File: src/rtl/xlt_pkg.sv
package xlt_pkg;
  localparam int XLT_AW     = 64;
  localparam int XLT_WIN_SH = 5;  // 32-byte register stride per window

  localparam logic [4:0] OFF_SRC_LO = 5'h00;
  localparam logic [4:0] OFF_SRC_HI = 5'h04;
  localparam logic [4:0] OFF_TRL_LO = 5'h08;
  localparam logic [4:0] OFF_TRL_HI = 5'h0C;
  localparam logic [4:0] OFF_PARAM  = 5'h10;

  typedef struct packed {
    logic [31:0] src_lo;
    logic [31:0] src_hi;
    logic [31:0] trl_lo;
    logic [31:0] trl_hi;
    logic [3:0]  win_type;
    logic [2:0]  tlp_type;
  } xlt_win_t;
endpackage

File: src/rtl/xlt_regs.sv
module xlt_regs
  import xlt_pkg::*;
#(
  parameter int                NUM_WIN  = 8,
  parameter int                REG_AW   = 12,
  parameter logic [REG_AW-1:0] REG_BASE = 12'h800,
  localparam int               WIN_BITS = (NUM_WIN > 1) ? $clog2(NUM_WIN) : 1
) (
  input  logic              clk_i,
  input  logic              rst_ni,
  input  logic              wr_en_i,
  input  logic [REG_AW-1:0] addr_i,
  input  logic [31:0]       wdata_i,
  output logic [31:0]       rdata_o,
  output xlt_win_t          win_o [NUM_WIN]
);
  localparam logic [REG_AW-1:0] SPAN = REG_AW'(NUM_WIN << XLT_WIN_SH);

  logic [REG_AW-1:0]   rel;
  logic                in_rng;
  logic [WIN_BITS-1:0] widx;
  logic [4:0]          off;
  xlt_win_t            win_q [NUM_WIN];

  assign rel    = addr_i - REG_BASE;
  assign in_rng = (addr_i >= REG_BASE) && (rel < SPAN) && (addr_i[1:0] == 2'b00);
  assign widx   = rel[XLT_WIN_SH+WIN_BITS-1:XLT_WIN_SH];
  assign off    = rel[4:0];

  for (genvar g = 0; g < NUM_WIN; g++) begin : g_win
    always_ff @(posedge clk_i or negedge rst_ni) begin
      if (!rst_ni) begin
        win_q[g] <= '0;
      end else if (wr_en_i && in_rng && widx == WIN_BITS'(g)) begin
        case (off)
          OFF_SRC_LO: win_q[g].src_lo <= wdata_i;
          OFF_SRC_HI: win_q[g].src_hi <= wdata_i;
          OFF_TRL_LO: win_q[g].trl_lo <= wdata_i;
          OFF_TRL_HI: win_q[g].trl_hi <= wdata_i;
          OFF_PARAM: begin
            win_q[g].win_type <= wdata_i[3:0];
            win_q[g].tlp_type <= wdata_i[18:16];
          end
          default: ;
        endcase
      end
    end
    assign win_o[g] = win_q[g];
  end

  always_comb begin
    rdata_o = '0;
    if (in_rng) begin
      case (off)
        OFF_SRC_LO: rdata_o = win_q[widx].src_lo;
        OFF_SRC_HI: rdata_o = win_q[widx].src_hi;
        OFF_TRL_LO: rdata_o = win_q[widx].trl_lo;
        OFF_TRL_HI: rdata_o = win_q[widx].trl_hi;
        OFF_PARAM:  rdata_o = {13'b0, win_q[widx].tlp_type, 12'b0, win_q[widx].win_type};
        default:    rdata_o = '0;
      endcase
    end
  end
endmodule

File: src/rtl/xlt_match.sv
module xlt_match
  import xlt_pkg::*;
(
  input  logic [31:0]       src_lo_i,
  input  logic [31:0]       src_hi_i,
  input  logic [XLT_AW-1:0] trl_i,
  input  logic [XLT_AW-1:0] addr_i,
  output logic              hit_o,
  output logic [XLT_AW-1:0] xaddr_o
);
  logic [6:0]        log2_sz;
  logic [XLT_AW-1:0] low_mask;
  logic [XLT_AW-1:0] src_base;

  assign log2_sz  = {1'b0, src_lo_i[6:1]} + 7'd1;  // 1..64
  assign low_mask = {XLT_AW{1'b1}} >> (7'd64 - log2_sz);
  assign src_base = {src_hi_i, src_lo_i[31:7], 7'b0};
  assign hit_o    = src_lo_i[0] && (((addr_i ^ src_base) & ~low_mask) == '0);
  assign xaddr_o  = (trl_i & ~low_mask) | (addr_i & low_mask);
endmodule

File: src/rtl/xlt_prio.sv
module xlt_prio #(
  parameter  int NUM_WIN  = 8,
  localparam int WIN_BITS = (NUM_WIN > 1) ? $clog2(NUM_WIN) : 1
) (
  input  logic [NUM_WIN-1:0]  hit_i,
  output logic                any_o,
  output logic [WIN_BITS-1:0] sel_o
);
  always_comb begin
    sel_o = '0;
    for (int i = NUM_WIN - 1; i >= 0; i--) begin
      if (hit_i[i]) sel_o = WIN_BITS'(i);
    end
  end
  assign any_o = |hit_i;
endmodule

File: src/rtl/obx_xlate_table.sv
module obx_xlate_table
  import xlt_pkg::*;
#(
  parameter  int                NUM_WIN  = 8,
  parameter  int                REG_AW   = 12,
  parameter  logic [REG_AW-1:0] REG_BASE = 12'h800,
  localparam int                WIN_BITS = (NUM_WIN > 1) ? $clog2(NUM_WIN) : 1
) (
  input  logic                clk_i,
  input  logic                rst_ni,
  input  logic                reg_wr_i,
  input  logic [REG_AW-1:0]   reg_addr_i,
  input  logic [31:0]         reg_wdata_i,
  output logic [31:0]         reg_rdata_o,
  input  logic                req_valid_i,
  input  logic [XLT_AW-1:0]   req_addr_i,
  output logic                rsp_valid_o,
  output logic                rsp_hit_o,
  output logic [WIN_BITS-1:0] rsp_win_o,
  output logic [XLT_AW-1:0]   rsp_addr_o,
  output logic [3:0]          rsp_win_type_o,
  output logic [2:0]          rsp_tlp_type_o
);
  xlt_win_t            win [NUM_WIN];
  logic [NUM_WIN-1:0]  hit;
  logic [XLT_AW-1:0]   xaddr [NUM_WIN];
  logic                any_hit;
  logic [WIN_BITS-1:0] sel;

  xlt_regs #(.NUM_WIN(NUM_WIN), .REG_AW(REG_AW), .REG_BASE(REG_BASE)) u_regs (
    .clk_i   (clk_i),
    .rst_ni  (rst_ni),
    .wr_en_i (reg_wr_i),
    .addr_i  (reg_addr_i),
    .wdata_i (reg_wdata_i),
    .rdata_o (reg_rdata_o),
    .win_o   (win)
  );

  for (genvar g = 0; g < NUM_WIN; g++) begin : g_match
    xlt_match u_match (
      .src_lo_i (win[g].src_lo),
      .src_hi_i (win[g].src_hi),
      .trl_i    ({win[g].trl_hi, win[g].trl_lo}),
      .addr_i   (req_addr_i),
      .hit_o    (hit[g]),
      .xaddr_o  (xaddr[g])
    );
  end

  xlt_prio #(.NUM_WIN(NUM_WIN)) u_prio (
    .hit_i (hit),
    .any_o (any_hit),
    .sel_o (sel)
  );

  always_ff @(posedge clk_i or negedge rst_ni) begin
    if (!rst_ni) begin
      rsp_valid_o    <= 1'b0;
      rsp_hit_o      <= 1'b0;
      rsp_win_o      <= '0;
      rsp_addr_o     <= '0;
      rsp_win_type_o <= '0;
      rsp_tlp_type_o <= '0;
    end else begin
      rsp_valid_o <= req_valid_i;
      if (req_valid_i && any_hit) begin
        rsp_hit_o      <= 1'b1;
        rsp_win_o      <= sel;
        rsp_addr_o     <= xaddr[sel];
        rsp_win_type_o <= win[sel].win_type;
        rsp_tlp_type_o <= win[sel].tlp_type;
      end else begin
        rsp_hit_o      <= 1'b0;
        rsp_win_o      <= '0;
        rsp_addr_o     <= '0;
        rsp_win_type_o <= '0;
        rsp_tlp_type_o <= '0;
      end
    end
  end
endmodule

File: config.mk
export PLATFORM = sky130hd
export DESIGN_NAME = obx_xlate_table
export DESIGN_NICKNAME = d
export VERILOG_FILES = /design/src/rtl/xlt_pkg.sv /design/src/rtl/xlt_regs.sv /design/src/rtl/xlt_match.sv /design/src/rtl/xlt_prio.sv /design/src/rtl/obx_xlate_table.sv
export SDC_FILE = /design/constraint.sdc
export NUM_CORES = 2
export LEC_CHECK = 0
export BUFFER_PORTS_ARGS = -buffer_cell sky130_fd_sc_hd__buf_2
export CAP_MARGIN = 20
export CORE_MARGIN = 1
export CORE_UTILIZATION = 64
export DETAILED_ROUTE_END_ITERATION = 12
export PLACE_DENSITY = 0.91
export SKIP_LAST_GASP = 1
export SLEW_MARGIN = 25
export SYNTH_ARGS = -nofsm -noshare
export SYNTH_HDL_FRONTEND = slang
export SYNTH_SLANG_ARGS = --single-unit
File: constraint.sdc
create_clock -name clk_i -period 5 [get_ports clk_i]
set_input_delay 1 -clock clk_i [delete_from_list [all_inputs] [get_ports clk_i]]
set_output_delay 1 -clock clk_i [all_outputs]
set_load 0.01 [all_outputs]
==> results of run 1 <==
## what timing repair did
item / CTS
hold endpoints to repair: 0
setup buffers: 2
setup endpoints to repair: 71
pin swaps: 4
resized for setup: 40
## logic make-up after synthesis
logic type | after synthesis | share of synthesized area [%]
AOI/OAI and AO/OA | 1402 | 12.8
xor gates and xnor gates | 457 | 5.50
and+or+nand+nor | 1540 | 10.2
muxes | 1514 | 27.5
DFF | 1156 | 39.7
buffers and inverters | 757 | 4.29
## per-layer routing
layer / GRT overflow / global-route usage (%)
met1: 430 / 86.2
met2: 1241 / 93.2
met3: 382 / 83.1
met4: 870 / 85.1
met5: 72 / 69.5
## synthesized netlist by cell type (29+ instances only)
cell | count | share of area (%)
buf_1 | 106 | 0.55
nand3_1 | 133 | 0.91
nor4_1 | 60 | 0.52
nand4_1 | 35 | 0.30
and2_1 | 33 | 0.28
a21o_1 | 36 | 0.37
clkbuf_1 | 438 | 2.3
mux4_2 | 282 | 8.7
a221oi_1 | 31 | 0.37
xor2_1 | 203 | 2.4
o21a_1 | 29 | 0.30
buf_2 | 124 | 0.85
o22ai_1 | 74 | 0.64
o21ai_0 | 270 | 1.9
a211oi_1 | 60 | 0.62
nand2_1 | 427 | 2.2
o31ai_1 | 35 | 0.36
a2111oi_0 | 34 | 0.41
a22oi_1 | 50 | 0.52
nor2_1 | 362 | 1.9
and3_1 | 62 | 0.53
a31oi_1 | 77 | 0.66
xnor2_1 | 254 | 3.1
o2111ai_1 | 35 | 0.42
a21oi_1 | 331 | 2.3
dfrtp_1 | 1156 | 40
nand3b_1 | 39 | 0.40
nor3_1 | 198 | 1.4
inv_1 | 60 | 0.31
o211ai_1 | 90 | 0.93
mux2i_1 | 156 | 2.1
mux2_2 | 1075 | 17
or3_1 | 61 | 0.52
## per-stage QoR
step	std cells	TNS, ns	hold WS, ns
after detailed placement	8685	-27.01	0.492
after CTS	8907	0	0.424
after global placement	8685	-18.16	0.484
after floorplan	6826	0	0.475
==> impl_metrics.csv, run 1 <==
group,metric,value,unit
floorplan,dieHeight,339,um
outcome,failed_stage,"5_1_grt",
floorplan,rows,123,
synthesis,ys_types,91,
placed_design,gp_congestion,1.72,
clock_tree,cts_buffer_depth,3,
placed_design,place_ws,-0.723,ns
global_route,grt-ovfl-total,2995,
synthesis,postSynthAreaPerCell,10.7,um2
clock_tree,holdBufCountCts,0,
floorplan,ios,220,
floorplan,die_x,339,um
placed_design,place_area,80400,um2
outcome,outcome,"did not finish",
clock_tree,cts_sinks,1156,
global_route,grt_pass1_vias,90200,
outcome,error,"[ERROR GRT-0116] Global routing finished with congestion. Check the congestion regions in the DRC Viewer.",
clock_tree,cts_buffers,119,
floorplan,start_util,64.6,%
global_route,track_usage,86.9,%
clock_tree,h-tree-depth,3,
clock_tree,root_buffer,"clkbuf_16",
synthesis,yosysWarnings,0,
synthesis,async_flop_share,100,%
synthesis,synth_seq_cells,1156,
global_route,grt_max_degree,96,
placed_design,post-dp-hpwl,285000,um
synthesis,synth_cells,6826,
synthesis,syn_area,72800,um2
synthesis,ys.flop_type,"dfrtp_1",
placed_design,io_buffer_count,219,
synthesis,syn_nets,6938,
global_route,grt_pass1_wl,721000,um
synthesis,synth_edf_count,0,
synthesis,synth-seq-area-share,39.7,%
==> run 2: changes to the inputs <==
- CORE_UTILIZATION: 64 -> 40
- PLACE_DENSITY: 0.91 -> unset
- PLACE_DENSITY_LB_ADDON: unset -> 0.15
==> run 2 against run 1 <==
  * The flow now finishes, with violations (setup timing)
  * Synthesized area unchanged
  * Synthesized cell count unchanged
==> impl_metrics.csv, run 2 <==
group,metric,value,unit
placed_design,io_buffer_count,219,
global_route,track_usage,54.9,%
route,firstDrtPassIters,8,
synthesis,post-synth-top-area-fraction,39.7,%
pwr,p_int,16.4,mW
route,drt-vias-per-instance,7.02,
clock_tree,cts_buffers,143,
floorplan,core_region_area,181000,um2
synthesis,ys_types,91,
pwr,p_leak,44.9,nW
pwr,clkPwrFrac,48.5,%
timing,hold_violations,0,
pwr,p_switching,6.22,mW
layout,drive_above_1_share,45.9,%
placed_design,gp_congestion,1.15,
floorplan,rows,156,
timing,period_needed,5.21,ns
layout,regArea,28900,um2
synthesis,synth_area_leaders,"dfrtp_1 (40%), mux2_2 (17%), mux4_2 (8.7%)",
layout,finalInstanceArea,96500,um2
floorplan,die_x,429,um
pwr,comb_power_share,10.1,%
pwr,power.density,235,nW/um2
setup_path,critPathCaptureType,"flip-flop",
pwr,seqPwrFrac,41.4,%
synthesis,synth_cells,6826,
route,ant_nets,0,
setup_path,critical_path_class,"flip-flop to flip-flop",
setup_path,worstPathArrival,5.84,ns
clock_tree,cts_buffer_depth,3,
setup_path,required,5.63,ns
clock_tree,cts_tree,"built",
global_route,grt_antenna_before_repair,82,
clock_tree,holdBufCountCts,0,
pwr,swShare,27.5,%
route,wirelength,516000,um
route,wl_met1,188000,um
synthesis,postSynthAreaPerCell,10.7,um2
timing,worstMarginPinSlew,1.19,ns
global_route,grt_pass1_vias,71000,
route,highest_layer,"met5",
layout,post-route-util,53.4,%
synthesis,synth_edf_count,0,
synthesis,syn_nets,6938,
route,wire_per_inst,47.7,um
setup_path,r2r-start,"u_regs.win_o[649]",
clock_tree,root_buffer,"clkbuf_16",
pwr,total_power,22.7,mW
synthesis,yosysMostFrequentCell,"dfrtp_1",
route,drc_errors,0,
route,wl_met2,198000,um
layout,multi_input_area,41900,um2
timing,setup_viol,30,
setup_path,critPathLaunchType,"flip-flop",
layout,largest_reg_flops,1080,
clock_tree,cts.clk_slew.worst_paths,0.06,ns
global_route,grt-ovfl-total,0,
placed_design,place_ws,-1.60,ns
timing,slew_headroom,20.9,%
outcome,violations,"setup timing",
setup_path,rr_worst_depth,19,
floorplan,start_util,40.3,%
pwr,ir_drop,0.335,mV
timing,skew,0.0263,ns
layout,num-fill-cells,16100,
setup_path,r2r_setup_slack,-0.21,ns
layout,nNetsFinal,8401,
synthesis,yosysWarnings,0,
placed_design,place_area,90200,um2
clock_tree,clkLatencyLatePin,0.85,ns
floorplan,dieHeight,429,um
timing,fmax,192,MHz
layout,final_cell_mix,"buf_4 (1549), dfrtp_1 (1142), mux2_2 (1075), nand2_1 (415), nor2_1 (326)",
global_route,grt_max_degree,124,
route,via_count,75900,
timing,finalWorstSetupSlack,-0.211,ns
placed_design,post-dp-hpwl,400000,um
min_path,hold_class,"input port to asynchronous set/reset pin",
outcome,outcome,"finished with violations",
synthesis,synth-seq-area-share,39.7,%
timing,rsz0062_at_grt,"yes",
synthesis,synthTopCellsByCount,"dfrtp_1 (1156), mux2_2 (1075), clkbuf_1 (438)",
route,first_iter_violations,13200,
synthesis,synth_seq_cells,1156,
floorplan,dieArea,184000,um2
timing,hold_ws,0.194,ns
route,met3_length,77500,um
clock_tree,cts_sinks,1156,
synthesis,syn_area,72800,um2
synthesis,ys.flop_type,"dfrtp_1",
global_route,grt_pass1_wl,673000,um
floorplan,ios,220,
timing,min_period_over_period,104,%
setup_path,path_max_fanout,10,
flow_run,drv_cap,0,
layout,syn_to_final_growth,32.5,%
timing,maxSlewViolCount,0,
synthesis,synth_top_area_cell,"dfrtp_1",
setup_path,r2r_end,"rsp_addr_o[38]",
synthesis,async_flop_share,100,%
clock_tree,h-tree-depth,4,
layout,layout_commonest_cell,"buf_4",
[run 2: area by class of cell]
cell class | instances | area share (%)
multi-input combinational | 4913 | 43.5
sequential | 1156 | 30.0
timing repair buffer | 2011 | 18.1
clock buffer | 198 | 4.32
tap | 2370 | 3.07
clock inverter | 54 | 0.634
inverter | 64 | 0.249
antenna | 42 | 0.109
[run 2: cell families (layout without fill, tap and decap cells)]
group,Yosys count,after routing,synth area share [%]
other,0,42,0
and+or+nand+nor,1540,1540,10.2
muxes,1514,1514,27.5
DFF,1156,1156,39.7
buffers and inverters,757,2327,4.29
xor gates and xnor gates,457,457,5.50
AOI/OAI and AO/OA,1402,1402,12.8
[run 2: critical path, cell delays in order (launching register included)]
cell and delay [ns]:
dfrtp_1 0.41, buf_4 0.21, or2_2 0.39, nor2_1 0.60, a22oi_1 0.23, buf_4 0.22, o2111ai_1 0.11, buf_4 0.14
nor4_1 0.04, buf_4 0.18, nand4_1 0.10, buf_4 0.15, and2_1 0.27, a21o_4 0.29, buf_12 0.18, buf_12 0.13
a21oi_1 0.06, buf_4 0.12, o211ai_1 0.88, nand4_1 0.23
[run 2: timing repair]
action / CTS / global route
cloned: 1 / 1
pin swaps: 23 / 32
resized for setup: 144 / 103
buffers inserted: 11 / 24
endpoints found under the setup margin: 71 / 68
[run 2: worst max path at each step]
stage	from	to	slack, ns	cells after the start
final	u_regs.win_o[649]	rsp_addr_o[38]	-0.21	19
after global routing	u_regs.win_o[104]	rsp_addr_o[23]	-0.05	21
after floorplan	reg_addr_i[5]	reg_rdata_o[15]	0.47	9
after CTS	u_regs.win_o[514]	rsp_addr_o[40]	0.0001	18
after detailed placement	req_addr_i[9]	rsp_addr_o[52]	-1.60	19
after global placement	req_addr_i[63]	rsp_addr_o[15]	-2.23	20
[run 2: metrics by stage]
stage / setup TNS (ns) / std cells
after floorplan: 0 / 6826
after global placement: -67.58 / 10500
after detailed placement: -65.32 / 10500
after CTS: 0 / 10700
after global routing: -0.345 / 10800
final: -2.58 / 10800
[run 2: power by group through the flow]
stage | sequential, mW | clock [mW] | combinational, mW
2_1_floorplan | 9.55 | 0 | 0.697
3_3_place_gp | 9.55 | 0 | 2.12
3_5_place_dp | 9.55 | 0 | 2.13
4_1_cts | 9.38 | 11.0 | 2.15
5_1_grt | 9.38 | 11.3 | 2.26
6_report | 9.38 | 11.0 | 2.29
[run 2: metal layers]
layer	vias to the layer above	GRT usage, %
met1	38700	68.7
li1	28400	-
met2	6886	72.8
met4	54	42.9
met3	1802	24.8
met5	-	0.520
(Power assumes the default switching activity.)
